--- src/rtl/ssc_pkg.sv ---
package ssc_pkg;

    // Duration integrator states
    typedef enum logic {
        SEP_WAIT  = 1'b0,
        SEP_VSYNC = 1'b1
    } sep_state_e;

    // Coast window states
    typedef enum logic [1:0] {
        CST_IDLE  = 2'd0,
        CST_PRE   = 2'd1,
        CST_VSYNC = 2'd2,
        CST_POST  = 2'd3
    } cst_state_e;

endpackage

--- src/rtl/ssc_integrator.sv ---
module ssc_integrator
    import ssc_pkg::*;
#(
    parameter int CNT_W = 8
) (
    input  logic             clk,
    input  logic             rst_n,
    input  logic             tick_en,
    input  logic             csync_n,
    input  logic [CNT_W-1:0] thresh,
    output logic             vsync_o,
    output logic             vs_start_o
);

    localparam logic [CNT_W-1:0] CNT_MAX = '1;
    localparam logic [CNT_W-1:0] CNT_ONE = {{(CNT_W-1){1'b0}}, 1'b1};

    sep_state_e       state_q, state_d;
    logic [CNT_W-1:0] cnt_q, cnt_d;
    logic [CNT_W-1:0] thr_eff;
    logic             vs_prev_q;

    // Up/down duration count, saturating at both ends
    always_comb begin
        cnt_d = cnt_q;
        if (tick_en) begin
            if (!csync_n) begin
                if (cnt_q != CNT_MAX) cnt_d = cnt_q + 1'b1;
            end else begin
                if (cnt_q != '0) cnt_d = cnt_q - 1'b1;
            end
        end
    end

    assign thr_eff = (thresh == '0) ? CNT_ONE : thresh;

    // Next state: capture / release
    always_comb begin
        state_d = state_q;
        unique case (state_q)
            SEP_WAIT:  if (tick_en && (cnt_d >= thr_eff)) state_d = SEP_VSYNC;
            SEP_VSYNC: if (tick_en && (cnt_d == '0))      state_d = SEP_WAIT;
        endcase
    end

    // State register
    always_ff @(posedge clk) begin
        if (!rst_n) begin
            state_q   <= SEP_WAIT;
            cnt_q     <= '0;
            vs_prev_q <= 1'b0;
        end else begin
            state_q   <= state_d;
            cnt_q     <= cnt_d;
            vs_prev_q <= vsync_o;
        end
    end

    // Outputs
    always_comb begin
        vsync_o    = (state_q == SEP_VSYNC);
        vs_start_o = vsync_o && !vs_prev_q;
    end

    assert_sat_top_R2: assert property (@(posedge clk) disable iff (!rst_n)
        (tick_en && !csync_n && cnt_q == CNT_MAX) |=> (cnt_q == CNT_MAX));

    assert_hold_no_tick_R2: assert property (@(posedge clk) disable iff (!rst_n)
        !tick_en |=> $stable(cnt_q));

    assert_capture_R3: assert property (@(posedge clk) disable iff (!rst_n)
        $rose(vsync_o) |-> (cnt_q >= $past(thresh) && cnt_q != '0));

    assert_release_R4: assert property (@(posedge clk) disable iff (!rst_n)
        $fell(vsync_o) |-> (cnt_q == '0));

endmodule

--- src/rtl/ssc_line_tracker.sv ---
module ssc_line_tracker #(
    parameter int CFG_W      = 8,
    parameter int LOSS_LINES = 4096,
    parameter int LINE_W     = $clog2(LOSS_LINES + 1)
) (
    input  logic              clk,
    input  logic              rst_n,
    input  logic              hsync_n,
    input  logic              vs_start,
    input  logic [CFG_W-1:0]  pre_lines,
    output logic              line_evt_o,
    output logic [LINE_W-1:0] line_cnt_o,
    output logic [LINE_W-1:0] coast_line_o,
    output logic              pred_valid_o,
    output logic              present_o
);

    localparam logic [LINE_W-1:0] LOSS_L = LINE_W'(LOSS_LINES);

    logic              hs_q;
    logic [LINE_W-1:0] line_cnt_q;
    logic [LINE_W-1:0] prev_q;
    logic              present_q;
    logic              pred_q;
    logic [LINE_W-1:0] pre_ext;

    // Falling edge of horizontal sync marks a new line
    assign line_evt_o = hs_q && !hsync_n;
    assign pre_ext    = LINE_W'(pre_lines);

    always_ff @(posedge clk) begin
        if (!rst_n) begin
            hs_q       <= 1'b1;
            line_cnt_q <= '0;
            prev_q     <= '0;
            present_q  <= 1'b0;
            pred_q     <= 1'b0;
        end else begin
            hs_q <= hsync_n;
            if (vs_start) begin
                line_cnt_q <= '0;
                prev_q     <= line_cnt_q;
                present_q  <= 1'b1;
                pred_q     <= present_q;
            end else if (line_evt_o) begin
                if (line_cnt_q != LOSS_L) line_cnt_q <= line_cnt_q + 1'b1;
                if (line_cnt_q == LOSS_L - 1'b1) begin
                    present_q <= 1'b0;
                    pred_q    <= 1'b0;
                end
            end
        end
    end

    // Predicted window line, clamped at line 0
    assign coast_line_o = (pre_ext > prev_q) ? '0 : (prev_q - pre_ext);
    assign line_cnt_o   = line_cnt_q;
    assign pred_valid_o = pred_q;
    assign present_o    = present_q;

    assert_restart_R9: assert property (@(posedge clk) disable iff (!rst_n)
        vs_start |=> (line_cnt_q == '0 && present_q));

    assert_pred_needs_present_R9: assert property (@(posedge clk) disable iff (!rst_n)
        !present_q |-> !pred_q);

    assert_line_bound_R9: assert property (@(posedge clk) disable iff (!rst_n)
        line_cnt_q <= LOSS_L);

endmodule

--- src/rtl/ssc_coast_fsm.sv ---
module ssc_coast_fsm
    import ssc_pkg::*;
#(
    parameter int CFG_W  = 8,
    parameter int LINE_W = 13
) (
    input  logic              clk,
    input  logic              rst_n,
    input  logic              vsync_i,
    input  logic              line_evt_i,
    input  logic [LINE_W-1:0] line_cnt_i,
    input  logic [LINE_W-1:0] coast_line_i,
    input  logic              pred_valid_i,
    input  logic [CFG_W-1:0]  pre_lines_i,
    input  logic [CFG_W-1:0]  post_lines_i,
    output logic              coast_o
);

    cst_state_e       state_q, state_d;
    logic [CFG_W-1:0] post_cnt_q;
    logic [CFG_W:0]   post_next;
    logic             pre_hit;
    logic             post_done;
    cst_state_e       rest_state;

    assign pre_hit    = pred_valid_i && (pre_lines_i != '0) && (line_cnt_i >= coast_line_i);
    assign post_next  = {1'b0, post_cnt_q} + 1'b1;
    assign post_done  = line_evt_i && (post_next >= {1'b0, post_lines_i});
    assign rest_state = pre_hit ? CST_PRE : CST_IDLE;

    // Next state: enter / predict / drop / trail / finish
    always_comb begin
        state_d = state_q;
        unique case (state_q)
            CST_IDLE: begin
                if (vsync_i)      state_d = CST_VSYNC;
                else if (pre_hit) state_d = CST_PRE;
            end
            CST_PRE: begin
                if (vsync_i)            state_d = CST_VSYNC;
                else if (!pred_valid_i) state_d = CST_IDLE;
            end
            CST_VSYNC: begin
                if (!vsync_i) state_d = (post_lines_i != '0) ? CST_POST : rest_state;
            end
            CST_POST: begin
                if (vsync_i)        state_d = CST_VSYNC;
                else if (post_done) state_d = rest_state;
            end
        endcase
    end

    // State register
    always_ff @(posedge clk) begin
        if (!rst_n) begin
            state_q    <= CST_IDLE;
            post_cnt_q <= '0;
        end else begin
            state_q <= state_d;
            if (state_q != CST_POST)  post_cnt_q <= '0;
            else if (line_evt_i)      post_cnt_q <= post_cnt_q + 1'b1;
        end
    end

    // Outputs
    always_comb begin
        coast_o = (state_q != CST_IDLE);
    end

    assert_follow_vsync_R5: assert property (@(posedge clk) disable iff (!rst_n)
        vsync_i |=> coast_o);

    assert_release_after_vsync_R6: assert property (@(posedge clk) disable iff (!rst_n)
        $fell(coast_o) |-> !$past(vsync_i));

    assert_window_needs_pred_R7: assert property (@(posedge clk) disable iff (!rst_n)
        ($rose(coast_o) && !$past(vsync_i)) |-> $past(pred_valid_i));

endmodule

--- src/rtl/sync_sep_coast.sv ---
module sync_sep_coast #(
    parameter int CNT_W      = 8,
    parameter int CFG_W      = 8,
    parameter int LOSS_LINES = 4096
) (
    input  logic             clk,
    input  logic             rst_n,
    input  logic             tick_en,
    input  logic             csync_n,
    input  logic             hsync_n,
    input  logic [CNT_W-1:0] cfg_thresh,
    input  logic [CFG_W-1:0] cfg_pre,
    input  logic [CFG_W-1:0] cfg_post,
    output logic             vsync_o,
    output logic             coast_o,
    output logic             vs_present_o
);

    localparam int LINE_W = $clog2(LOSS_LINES + 1);

    logic              vs_start;
    logic              line_evt;
    logic [LINE_W-1:0] line_cnt;
    logic [LINE_W-1:0] coast_line;
    logic              pred_valid;

    ssc_integrator #(
        .CNT_W (CNT_W)
    ) u_integrator (
        .clk        (clk),
        .rst_n      (rst_n),
        .tick_en    (tick_en),
        .csync_n    (csync_n),
        .thresh     (cfg_thresh),
        .vsync_o    (vsync_o),
        .vs_start_o (vs_start)
    );

    ssc_line_tracker #(
        .CFG_W      (CFG_W),
        .LOSS_LINES (LOSS_LINES),
        .LINE_W     (LINE_W)
    ) u_tracker (
        .clk          (clk),
        .rst_n        (rst_n),
        .hsync_n      (hsync_n),
        .vs_start     (vs_start),
        .pre_lines    (cfg_pre),
        .line_evt_o   (line_evt),
        .line_cnt_o   (line_cnt),
        .coast_line_o (coast_line),
        .pred_valid_o (pred_valid),
        .present_o    (vs_present_o)
    );

    ssc_coast_fsm #(
        .CFG_W  (CFG_W),
        .LINE_W (LINE_W)
    ) u_coast (
        .clk          (clk),
        .rst_n        (rst_n),
        .vsync_i      (vsync_o),
        .line_evt_i   (line_evt),
        .line_cnt_i   (line_cnt),
        .coast_line_i (coast_line),
        .pred_valid_i (pred_valid),
        .pre_lines_i  (cfg_pre),
        .post_lines_i (cfg_post),
        .coast_o      (coast_o)
    );

    assert_reset_quiet_R1: assert property (@(posedge clk)
        !rst_n |=> (!vsync_o && !coast_o && !vs_present_o));

endmodule

--- config.mk ---
export PLATFORM = sky130hd
export DESIGN_NAME = sync_sep_coast
export DESIGN_NICKNAME = d
export VERILOG_FILES = /design/src/rtl/ssc_pkg.sv /design/src/rtl/ssc_integrator.sv /design/src/rtl/ssc_line_tracker.sv /design/src/rtl/ssc_coast_fsm.sv /design/src/rtl/sync_sep_coast.sv
export SDC_FILE = /design/constraint.sdc
export NUM_CORES = 1
export LEC_CHECK = 0
export ABC_AREA = 1
export CAP_MARGIN = 20
export CORE_MARGIN = 10
export CORE_UTILIZATION = 52
export DETAILED_ROUTE_END_ITERATION = 8
export GPL_ROUTABILITY_DRIVEN = 0
export PLACE_DENSITY = 0.75
export SLEW_MARGIN = 20
export SYNTH_ARGS = -nofsm -noshare
export SYNTH_HDL_FRONTEND = slang
export SYNTH_SLANG_ARGS = --single-unit
--- constraint.sdc ---
create_clock -name clk -period 3.3 [get_ports clk]
set_clock_uncertainty 0.1 [all_clocks]
set_input_delay 0.66 -clock clk [delete_from_list [all_inputs] [get_ports clk]]
set_output_delay 0.66 -clock clk [all_outputs]
set_load 0.03 [all_outputs]
==> flow_summary.ini, run 1 <==
[timing]
tightest_slew_ps = 430
fin_hold_ws_ps = 397
period_needed_ps = 3250
final.setup.tns_ps = 0
setup_viol = 0
report.final.hold_viol_count = 0
fmaxAchievable_mhz = 307
slew_violations = 0
slew_headroom_pct = 71.1
period_share_pct = 98.6

[job]
max-cap-violations = 0

[logic_synthesis]
synth_nets = 683
syn_area_um2 = 3990
synth-main-ff-cell = dfxtp_1
synth_adder_area_share_pct = 14.0
synth.distinct_cells = 42
synth-simple-area-share_pct = 31.9
synthCells = 610
ys_warn_count = 0
synth_mux_area_share_pct = 0
synth_edf_count = 0
synth_top_family_by_area = simple AND/OR/NAND/NOR gates
synth-compound-area-share_pct = 15.8
synth_seq_area_share_pct = 24.6
synth_xor_area_share_pct = 3.07
async_flop_share_pct = 0
ys_seq_elements = 49
syn_area_per_cell_um2 = 6.54

[global_routing]
grt_pass1_wl_mm = 17.6
first_global_vias = 3990
overflow = 0
antenna_found_initial = 0
grt_max_degree = 27
grt_usage_pct = 17.8

[pwr]
p_clk_share_pct = 21.4
power.static_leakage_nw = 2.35
sequentialPowerShare_pct = 32.9
p_comb_share_pct = 45.6
p_int_mw = 1.29
power_density_nw_per_um2 = 408
switchingPower_mw = 0.775
max-vdd-ir-drop_uv = 285
swShare_pct = 37.5

[floorplanning]
die_h_um = 108
start_util_pct = 54.1
die_w_um = 108
pin_count = 32
core_area_um2 = 7370
rows = 31
dieArea_um2 = 11600

[placement]
portBuffers = 31
post-place-cells = 750
dpl.hpwl_mm = 7.82

[cells_and_area]
n_antenna_cell = 0
drive_gt1_share_pct = 20.4
most-common-layout-cells = nand2_1 (108), inv_1 (79), nor2_1 (59)
final_util_pct = 68.8
fin_cells = 774
syn_to_final_growth_pct = 27.2
fin_nets = 747
layout_commonest_cell = nand2_1

[worst_setup_path]
startpoint = cfg_pre[6]
startpoint_type = primary input
crit_path_top_delay_cell = a211oi_4
cp_max_fo = 4
rrSetupSlack_ps = 180
arrival_ps = 3350
worst-r2r-cell-count = 21
criticalPathCategory = in -> reg
worst_r2r_endpoint = u_coast.state_q[0]
crit_chain = clkbuf_2 > inv_2 > ha_4 > inv_2 > o21ai_1 > a211oi_4 > nand4_1 > nor2_2 > buf_4 > nor2_2 > nand2_2 > ha_4 > a21oi_1 > nand3_1 > nand2_1 > nand3_1 > nand2_2 > nand2_1 > a21oi_2 > a21oi_1
r2r_start = u_tracker.prev_q[0]
critPathCapture = u_coast.state_q[0]
end_kind = flop
max_stage_delay_ps = 300
cp.required_ps = 3390

[clock_tree]
holdBufCountCts = 0
clk_latency_ps = 300
cts_tree = done
cts_buffers = 5
clock-sinks = 49
cts_max_level = 2
clock-root-buffer = clkbuf_8
cts_buffer_depth = 2
clk_pin_slew_ps = 80

[route]
highest_layer = met4
wl_met2_mm = 5.47
first_iter_violations = 243
drt_first_pass_iters = 5
viasPerCell = 5.57
met3WireLength_um = 546
wl_mm = 11.1
route.detailed.drc = 0
met1_length_mm = 4.54
avgRoutedWirePerCell_um = 14.4
ant_nets = 0
num_vias = 4315

[worst_hold_path]
hp-class = reg -> reg
hold_start = u_tracker.pred_valid_o

[outcome]
status = finished clean
## through the flow
step | area [um^2] | total power [mW] | worst slack [ps]
after CTS | 4830 | 1.90 | 0.0975
after floorplan | 3990 | 1.15 | 102
after detailed placement | 4520 | 1.38 | -693
final | 5070 | 2.07 | 45.5
after global routing | 5070 | 2.19 | -152
after global placement | 4520 | 1.36 | -524
## cells in the mapped netlist (2+ instances only)
cell | number | area share [%]
xor2_1 | 13 | 2.9
nor2_4 | 4 | 1.1
nor4_1 | 6 | 0.94
buf_2 | 3 | 0.38
o21bai_1 | 2 | 0.38
inv_1 | 92 | 8.7
o21ai_0 | 42 | 5.3
inv_2 | 3 | 0.28
nor2_1 | 62 | 5.8
a21oi_1 | 60 | 7.5
clkbuf_1 | 5 | 0.47
nand3_1 | 45 | 5.6
nand3b_1 | 8 | 1.5
ha_1 | 43 | 13
buf_4 | 2 | 0.38
nand2_2 | 5 | 0.78
nand2_1 | 118 | 11
nor3_1 | 5 | 0.63
o21ai_1 | 5 | 0.63
nand4_1 | 13 | 2.0
a21oi_2 | 2 | 0.44
nor2_2 | 3 | 0.47
nand2_4 | 2 | 0.56
dfxtp_1 | 49 | 25
## worst min-delay path by stage
stage / endpoint / cells after the start
6_report: u_tracker.pred_valid_o / 2
5_1_grt: u_tracker.present_o / 2
4_1_cts: u_tracker.pred_valid_o / 2
3_5_place_dp: u_tracker.pred_valid_o / 2
3_3_place_gp: u_tracker.pred_valid_o / 2
2_1_floorplan: u_tracker.pred_valid_o / 2
## worst max-delay path, delay by kind of cell
family | cells | cell delay, ps
AND/OR/NAND/NOR | 9 | 1020
AO/OA/AOI/OAI | 5 | 810
adder cells (fa/ha/maj) | 2 | 440
buffers and inverters | 4 | 410
## power by group through the flow
stage	logic (mW)	clock network, mW	registers (mW)
2_1_floorplan	0.483	0	0.672
3_3_place_gp	0.674	0	0.683
3_5_place_dp	0.697	0	0.684
4_1_cts	0.777	0.443	0.675
5_1_grt	1.04	0.468	0.685
6_report	0.944	0.443	0.681
## cell families after synthesis
kind of cell / after synthesis
AND/OR/NAND/NOR: 277
AO/OA/AOI/OAI: 119
buffers and inverters: 107
flip-flops: 49
adder cells (fa/ha/maj): 44
XOR/XNOR: 14
## registers in the layout, indices dropped and copies added, names as in the netlist
name / cells
u_integrator.vsync_o: 1
u_tracker.line_cnt_o: 13
u_tracker.pred_valid_o: 1
u_coast.post_cnt_q: 8
u_tracker.present_o: 1
u_tracker.hs_q: 1
u_integrator.vs_prev_q: 1
u_integrator.cnt_q: 8
u_coast.state_q: 2
u_tracker.prev_q: 13
## repair_timing
action | in CTS | in global routing
buffers inserted | 7 | 9
gates resized for setup | 41 | 65
pin swaps | 20 | 32
endpoints found under the hold margin | 0 | 0
endpoints found under the setup margin | 2 | 2
## routing by layer
layer  vias to the layer above  GRT usage, %
met5                         -             0
met4                         0          7.16
met3                        47          2.99
met2                       139          33.2
met1                      1990          19.4
li1                       2139             -
## layout make-up
type / instances / area (um^2)
Clock buffer: 7 / 86.3
Clock inverter: 1 / 30.0
Fill cell: 599 / 2300
Inverter: 96 / 360
Multi-Input combinational cell: 454 / 2940
Sequential cell: 49 / 981
Tap cell: 99 / 124
Timing Repair Buffer: 68 / 548
(Power assumes the default switching activity.)
==> inputs of run 2 (changes only) <==
- CELL_PAD_IN_SITES_DETAIL_PLACEMENT: default -> 0
- CELL_PAD_IN_SITES_GLOBAL_PLACEMENT: default -> 2
- CORE_UTILIZATION: 52 -> 29
- PLACE_DENSITY: 0.75 -> default
- PLACE_DENSITY_LB_ADDON: default -> 0.1
==> flow_summary.ini, run 2 (same netlist as run 1, synthesis figures left out) <==
[route]
route.detailed.drc = 0
first_iter_violations = 132
avgRoutedWirePerCell_um = 13.7
num_vias = 4049
viasPerCell = 4.77
wl_mm = 11.6
drt_first_pass_iters = 4
ant_nets = 0

[worst_setup_path]
startpoint_type = primary input
worst_r2r_endpoint = u_coast.state_q[0]
end_kind = flop
arrival_ps = 3220
cp.required_ps = 3380
worst-r2r-cell-count = 21
criticalPathCategory = in -> reg
cp_max_fo = 3
rrSetupSlack_ps = 220
r2r_start = u_tracker.prev_q[0]

[cells_and_area]
syn_to_final_growth_pct = 30.9
drive_gt1_share_pct = 19.2
most-common-layout-cells = nand2_1 (107), inv_1 (81), nor2_1 (57)
layout_commonest_cell = nand2_1
n_antenna_cell = 0
fin_nets = 744

[global_routing]
antenna_found_initial = 0
grtUsageMet3_pct = 1.71
grt_busiest_layer = met2
use_met1_pct = 15.3
grt_max_degree = 27
overflow = 0
first_global_vias = 3990
grt_usage_pct = 12.7
use_met2_pct = 23.4
grt_pass1_wl_mm = 19.7

[floorplanning]
core_area_um2 = 13300
start_util_pct = 29.9
die_w_um = 137
dieArea_um2 = 18800
pin_count = 32
die_h_um = 137
rows = 42

[timing]
report.final.hold_viol_count = 0
slew_headroom_pct = 62.8
fmaxAchievable_mhz = 319
tightest_slew_ps = 554
period_needed_ps = 3140
fin_hold_ws_ps = 411
period_share_pct = 95.0
setup_viol = 0
grt_setup_unrepaired = yes
fin_ws_ps = 164
slew_violations = 0

[placement]
dp_slack_ps = -772
dpl.hpwl_mm = 9.20
portBuffers = 31

[clock_tree]
cts_max_level = 2
clock-sinks = 49
clk_latency_ps = 290
clk_pin_slew_ps = 80
cts_buffers = 5
clock-root-buffer = clkbuf_16
cts_buffer_depth = 2
holdBufCountCts = 0
cts_tree = done

[pwr]
max-vdd-ir-drop_uv = 157
power.static_leakage_nw = 2.37
power_density_nw_per_um2 = 422

[worst_hold_path]
worstHoldPathCells = 2
hp-class = reg -> reg
hold_start = u_tracker.pred_valid_o
whs_endpoint = u_tracker.pred_valid_o

[job]
max-cap-violations = 0

[outcome]
status = finished clean
==> run 2: changes by cell type in the layout (fill, tap and decap cells not counted), moves of 3 or more <==
cell | previous run | this run
inv_2 | 16 | 12
a21oi_2 | 11 | 7
a21oi_1 | 48 | 53
nor2_4 | 6 | 9
clkbuf_16 | 0 | 5
clkbuf_8 | 6 | 1
buf_4 | 37 | 34
clkbuf_2 | 7 | 4
==> run 2: power breakdown <==
group | internal [mW] | total [mW] | switching, mW | leakage [nW]
Combinational | 0.404 | 0.901 | 0.497 | 1.88
Sequential | 0.628 | 0.681 | 0.0523 | 0.399
Clock | 0.379 | 0.621 | 0.242 | 0.0831
==> run 2: worst max path at each step <==
stage / slack [ps] / end / start / cells after the start
2_1_floorplan: 100 / u_coast.state_q[1] / cfg_pre[6] / 20
3_3_place_gp: -800 / u_coast.state_q[1] / cfg_pre[6] / 21
3_5_place_dp: -770 / u_coast.state_q[1] / cfg_pre[6] / 21
4_1_cts: 2 / u_coast.state_q[0] / cfg_pre[0] / 20
5_1_grt: -50 / u_coast.state_q[0] / cfg_pre[1] / 21
6_report: 160 / u_coast.state_q[0] / cfg_pre[0] / 21
==> run 2: layer usage <==
metal | up-vias | routed length (um)
met2 | 49 | 5830
met3 | 8 | 298
met4 | 0 | 141
met5 | - | 0
li1 | 2136 | -
met1 | 1856 | 5360
==> run 2: timing repair <==
item | in CTS | in global routing
pin swaps | 22 | 32
setup endpoints to repair | 2 | 2
gates resized for setup | 59 | 46
setup buffers | 3 | 2
==> run 2: worst max-delay path, stage by stage <==
cell	delay, ps
buf_4	100
ha_4	130
inv_2	40
fa_2	380
nand3_2	80
nand2_2	70
nand4_1	140
nand3_2	120
nor2_4	120
a21oi_1	60
nand3b_1	200
ha_4	320
nand2_4	60
nor2_1	150
a21oi_1	100
nand3_1	110
nand2_2	70
nand2_2	80
nand2_1	50
nor2_1	100
a21oi_1	60
==> run 2: final cells by class <==
class                           instances  area, um^2
Fill cell                            1459        8130
Tap cell                              176         220
Clock inverter                          2        37.5
Multi-Input combinational cell        454        2930
Sequential cell                        49         981
Timing Repair Buffer                   65         548
Inverter                               96         365
Clock buffer                            6         139
==> run 2: through the flow <==
stage | std cells | util (%) | area [um^2] | TNS, ps | total power, mW
2_1_floorplan | 610 | - | 3990 | 0 | 1.15
3_3_place_gp | 835 | 35.0 | 4680 | -1590 | 1.41
3_5_place_dp | 835 | 35.0 | 4680 | -1530 | 1.42
4_1_cts | 846 | 38.2 | 5100 | 0 | 2.16
5_1_grt | 848 | 39.1 | 5220 | -54.6 | 2.37
6_report | 848 | 39.1 | 5220 | 0 | 2.20
